File: src/rtl/arb_pkg.sv
package arb_pkg;
  function automatic int wrap_idx(input int v, input int n);
    return v % n;
  endfunction
endpackage

File: src/rtl/arb_token_ring.sv
module arb_token_ring #(
  parameter int N = 4
) (
  input  logic         clk,
  input  logic         rst,
  input  logic         en,
  output logic [N-1:0] tok
);
  logic [N-1:0] tok_q;

  always_ff @(posedge clk) begin
    if (rst)     tok_q <= {{(N-1){1'b0}}, 1'b1};
    else if (en) tok_q <= {tok_q[N-2:0], tok_q[N-1]};
  end

  assign tok = tok_q;

  p_tok_onehot_r2: assert property (@(posedge clk) disable iff (rst) $onehot(tok_q));
  p_tok_hold_r7:   assert property (@(posedge clk) disable iff (rst) !en |=> $stable(tok_q));
endmodule

File: src/rtl/arb_rot_prio.sv
module arb_rot_prio #(
  parameter int N      = 4,
  parameter int OFFSET = 0
) (
  input  logic         en_i,
  input  logic [N-1:0] req_i,
  output logic [N-1:0] gnt_o
);
  always_comb begin
    logic found;
    gnt_o = '0;
    found = 1'b0;
    for (int k = 0; k < N; k++) begin
      if (en_i && !found && req_i[arb_pkg::wrap_idx(OFFSET + k, N)]) begin
        gnt_o[arb_pkg::wrap_idx(OFFSET + k, N)] = 1'b1;
        found = 1'b1;
      end
    end
  end
endmodule

File: src/rtl/arb_grant_out.sv
module arb_grant_out #(
  parameter int N     = 4,
  parameter int IDX_W = 2
) (
  input  logic                  clk,
  input  logic                  rst,
  input  logic                  en,
  input  logic [N-1:0]          req,
  input  logic [N-1:0][N-1:0]   blk_gnt,
  output logic [N-1:0]          grant,
  output logic [IDX_W-1:0]      grant_idx
);
  logic [N-1:0]     merged;
  logic [IDX_W-1:0] enc;
  logic [N-1:0]     grant_q;
  logic [IDX_W-1:0] idx_q;

  always_comb begin
    merged = '0;
    for (int b = 0; b < N; b++) merged = merged | blk_gnt[b];
  end

  always_comb begin
    enc = '0;
    for (int i = 0; i < N; i++)
      if (merged[i]) enc = enc | IDX_W'(i);
  end

  always_ff @(posedge clk) begin
    if (rst || !en) begin
      grant_q <= '0;
      idx_q   <= '0;
    end else begin
      grant_q <= merged;
      idx_q   <= enc;
    end
  end

  assign grant     = grant_q;
  assign grant_idx = idx_q;

  p_grant_onehot_r5: assert property (@(posedge clk) disable iff (rst) $onehot0(grant_q));
  p_grant_req_r5:    assert property (@(posedge clk) disable iff (rst)
                       (|grant_q) |-> ((grant_q & $past(req)) != '0));
  p_idle_r6:         assert property (@(posedge clk) disable iff (rst)
                       (req == '0) |=> (grant_q == '0));
  p_idx_r8:          assert property (@(posedge clk) disable iff (rst)
                       (|grant_q) |-> grant_q[idx_q]);
  p_idx_zero_r8:     assert property (@(posedge clk) disable iff (rst)
                       (grant_q == '0) |-> (idx_q == '0));
endmodule

File: src/rtl/fair_token_arbiter.sv
module fair_token_arbiter #(
  parameter int NUM_REQ = 4,
  localparam int IDX_W  = (NUM_REQ > 1) ? $clog2(NUM_REQ) : 1
) (
  input  logic               clk,
  input  logic               rst,
  input  logic               en,
  input  logic [NUM_REQ-1:0] req,
  output logic [NUM_REQ-1:0] grant,
  output logic [IDX_W-1:0]   grant_idx
);
  logic [NUM_REQ-1:0]              tok;
  logic [NUM_REQ-1:0][NUM_REQ-1:0] blk_gnt;

  arb_token_ring #(.N(NUM_REQ)) u_ring (
    .clk(clk), .rst(rst), .en(en), .tok(tok)
  );

  for (genvar b = 0; b < NUM_REQ; b++) begin : g_blk
    arb_rot_prio #(.N(NUM_REQ), .OFFSET(b)) u_prio (
      .en_i(tok[b]), .req_i(req), .gnt_o(blk_gnt[b])
    );
  end

  arb_grant_out #(.N(NUM_REQ), .IDX_W(IDX_W)) u_out (
    .clk(clk), .rst(rst), .en(en), .req(req), .blk_gnt(blk_gnt),
    .grant(grant), .grant_idx(grant_idx)
  );

  p_holder_r3: assert property (@(posedge clk) disable iff (rst)
                 (en && ((req & tok) != '0)) |=> (grant == $past(tok)));
  p_en_off_r7: assert property (@(posedge clk) disable iff (rst)
                 !en |=> (grant == '0));
endmodule

File: config.mk
export PLATFORM = sky130hd
export DESIGN_NAME = fair_token_arbiter
export DESIGN_NICKNAME = d
export VERILOG_FILES = /design/src/rtl/arb_pkg.sv /design/src/rtl/arb_token_ring.sv /design/src/rtl/arb_rot_prio.sv /design/src/rtl/arb_grant_out.sv /design/src/rtl/fair_token_arbiter.sv
export SDC_FILE = /design/constraint.sdc
export NUM_CORES = 1
export LEC_CHECK = 0
export BUFFER_PORTS_ARGS = -buffer_cell sky130_fd_sc_hd__buf_2
export CAP_MARGIN = 10
export CORE_MARGIN = 1.5
export CORE_UTILIZATION = 35
export DETAILED_ROUTE_END_ITERATION = 16
export MAX_ROUTING_LAYER = met4
export SYNTH_ARGS = -nofsm -noshare
export SYNTH_HDL_FRONTEND = slang
export SYNTH_HIERARCHICAL = 1
export SYNTH_SLANG_ARGS = --single-unit
export TNS_END_PERCENT = 30
File: constraint.sdc
create_clock -name clk -period 2.4 [get_ports clk]
set_clock_uncertainty 0.1 [all_clocks]
set_input_delay 0.48 -clock clk [delete_from_list [all_inputs] [get_ports clk]]
set_output_delay 0.48 -clock clk [all_outputs]
set_load 0.01 [all_outputs]
==> flow_summary_export.csv <==
group,metric,value,unit
sta,finalSetupViolCount,0,
finish,diodes,0,
logic_synthesis,synth_edf_count,0,
floorplan,core,1540,um2
logic_synthesis,ys_async_sr_fraction,0,%
global_route,first_global_vias,393,
finish,multi_input_area,368,um2
clock_network,ctsResizeCount,0,
worst_setup_path,crit_required,2.45,ns
power,internal-power,0.294,mW
logic_synthesis,synth_seq_cells,10,
power,p_switching,0.0977,mW
power,p_per_area,560,nW/um2
power,power_frac_seq,45.8,%
power,ir_worst_vdd,0.000235,V
worst_setup_path,path_delay_family,"simple AND/OR/NAND/NOR gates",
worst_setup_path,path_depth,5,
placed_design,portBuffers,12,
floorplan,io_pins,13,
logic_synthesis,synthFlopType,"dfxtp_1",
logic_synthesis,syn_avg_cell_area,10.9,um2
clock_network,cts_sinks,10,
detailed_routing,drt_iter0_drc,8,
global_route,grt_first_pass_wirelength,1850,um
worst_setup_path,end_kind,"flip-flop",
finish,post-route-util,45.4,%
clock_network,post_cts_buffers,0,
floorplan,rows,14,
power,power_leakage,0.324,nW
sta,relSlewSlack,75.7,%
logic_synthesis,ys_types,16,
hold_path,holdCritPathClass,"primary input to flip-flop",
detailed_routing,vias,416,
placed_design,gp_congestion,0.714,
floorplan,start_util,38.1,%
worst_setup_path,crit_fanout,8,
worst_setup_path,r2r_setup_slack,1.14,ns
power,p_sw_share,24.9,%
power,pwr-share-comb,15.2,%
worst_setup_path,arrival,1.38,ns
logic_synthesis,syn_area,588,um2
clock_network,hold_buffers,0,
logic_synthesis,syn_nets,61,
clock_network,clk_path_buf_depth,2,
worst_setup_path,cp_slowest_cell,"nor4_4",
finish,drive_gt1_share,46.4,%
global_route,antenna_found_initial,0,
finish,register_area,200,um2
floorplan,die_h,44.0,um
power,p_total,0.392,mW
sta,report.final.slew_viol_count,0,
worst_setup_path,reg2reg_depth,4,
hold_path,worstHoldStart,"rst",
sta,rsz0062_at_grt,"no",
floorplan,die_area,1940,um2
global_route,overflow,0,
sta,finalCritPeriodShare,55.5,%
detailed_routing,ant_nets,0,
sta,fin_setup_tns,0,ns
sta,tightest_slew,0.364,ns
global_route,grt_max_degree,9,
clock_network,worstSkewPairLatency,0.26,ns
clock_network,clk_pin_slew,0.07,ns
sta,setup_ws,1.07,ns
hold_path,worstHoldPathCells,2,
logic_synthesis,synth_warnings,6,
clock_network,cts_tree,"yes",
hold_path,holdPathEnd,"u_ring/tok[3]",
worst_setup_path,r2r_start,"u_ring/tok[1]",
sta,whs,0.325,ns
global_route,track_usage,14.5,%
detailed_routing,vias_per_cell,4.89,
worst_setup_path,max_stage_delay,0.33,ns
worst_setup_path,path_buf_inv,1,
status,outcome,"finished, final reports clean",
detailed_routing,wl_per_cell,12.1,um
finish,fin_nets,77,
clock_network,numCtsBuffers,3,
detailed_routing,drc,0,
logic_synthesis,netlist_instances,54,
worst_setup_path,r2r-end,"u_out/grant_idx[1]",
sta,finalCriticalPeriod,1.33,ns
placed_design,dp_hpwl,774,um
worst_setup_path,critPathKind,"primary input to flip-flop",
finish,fill_cells,156,
sta,finalHoldViolations,0,
clock_network,root_buffer,"clkbuf_4",
worst_setup_path,critPathLaunchType,"primary input",
placed_design,dp_slack,0.771,ns
worst_setup_path,path_cells,"buf_2, nand2b_4, nor3b_1, nor4_4, a21oi_1",
clock_network,htree_levels,1,
floorplan,fp.dieW,44.0,um
job,maxCapViolations,0,
detailed_routing,wl,1030,um
logic_synthesis,ys_seq_area_share,34.0,%
sta,fmax,751,MHz
power,power_frac_clock,39.0,%
finish,area_growth,18.9,%
detailed_routing,first_pass_iters,4,
-- Yosys cell counts (2+ instances only) --
cell type / number / area share [%]
mux2i_1: 3 / 5.1
inv_1: 4 / 2.6
and2_2: 4 / 5.1
nor4_2: 2 / 4.3
dfxtp_1: 10 / 34
nor4b_4: 4 / 16
nand2b_4: 4 / 9.4
nor2_1: 11 / 7.0
a21oi_1: 2 / 1.7
nor3b_1: 4 / 5.1
-- area by class of cell --
class / count / area share [%]
sequential: 10 / 28.6
clock buffer: 4 / 5.19
multi-input combinational: 39 / 52.6
inverter: 4 / 2.15
timing repair buffer: 12 / 8.59
tap: 16 / 2.86
-- layer usage --
metal  part of all wire [%]  routed length, um  GRT usage (%)  up-vias
met1                     50                519           17.6      179
li1                       -                  -              -      219
met5                      0                  0              -        -
met4                    2.8                 29           10.9        0
met2                     42                435           19.4       14
met3                    4.4                 45           5.00        4
-- cells by family after synthesis --
kind of cell,Yosys count,share of synthesized area (%)
multiplexers,3,5.11
flip-flops,10,34.0
buffers and inverters,5,3.40
AND/OR/NAND/NOR,33,54.3
AO/OA/AOI/OAI,3,3.19
-- how the worst max path moves through the flow --
stage	start	to	slack [ns]
after CTS	req[1]	u_out/grant_idx[1]	1.06
after detailed placement	req[1]	u_out/grant_idx[1]	0.77
after global placement	req[1]	u_out/grant_idx[0]	0.78
after global routing	req[1]	u_out/grant[0]	0.99
after floorplan	req[1]	u_out/grant_idx[0]	1.09
final	req[1]	u_out/grant_idx[1]	1.07
-- worst register-to-register path, cell delays in order, from the launching register on --
cell	delay [ns]
dfxtp_1	0.41
nand2b_4	0.09
nor3b_1	0.35
nor4_4	0.10
a21oi_1	0.14
-- stage by stage --
stage | cells | cell area [um2]
2_1_floorplan | 54 | 588
3_5_place_dp | 81 | 663
6_report | 85 | 699
5_1_grt | 85 | 699
3_3_place_gp | 81 | 663
4_1_cts | 85 | 699
-- power by group through the flow --
stage | sequential (mW) | clock (mW) | combinational, mW
6_report | 0.180 | 0.153 | 0.0597
3_5_place_dp | 0.184 | 0 | 0.0602
5_1_grt | 0.181 | 0.172 | 0.0659
2_1_floorplan | 0.184 | 0 | 0.0361
4_1_cts | 0.179 | 0.160 | 0.0605
3_3_place_gp | 0.183 | 0 | 0.0592
-- flip-flops by register name, indices dropped and copies added, names as in the netlist --
register	count
u_out/grant_idx	2
u_out/grant	4
u_ring/tok	4
-- layout by cell type, fill, tap and decap left out --
| cell type | instances |
|---|---|
| nor2b_2 | 1 |
| inv_1 | 4 |
| a21oi_1 | 2 |
| nor4_4 | 1 |
| nor4_1 | 1 |
| nor3b_1 | 4 |
| a211o_1 | 1 |
| nor4_2 | 2 |
| dfxtp_1 | 10 |
| clkbuf_8 | 1 |
| nor2_1 | 11 |
| mux2i_1 | 3 |
| and2_2 | 4 |
| nand2b_4 | 4 |
| nor4b_4 | 4 |
| nand2b_1 | 1 |
| buf_2 | 12 |
| clkbuf_4 | 3 |
Note: power is estimated with default switching activity, not from simulation.
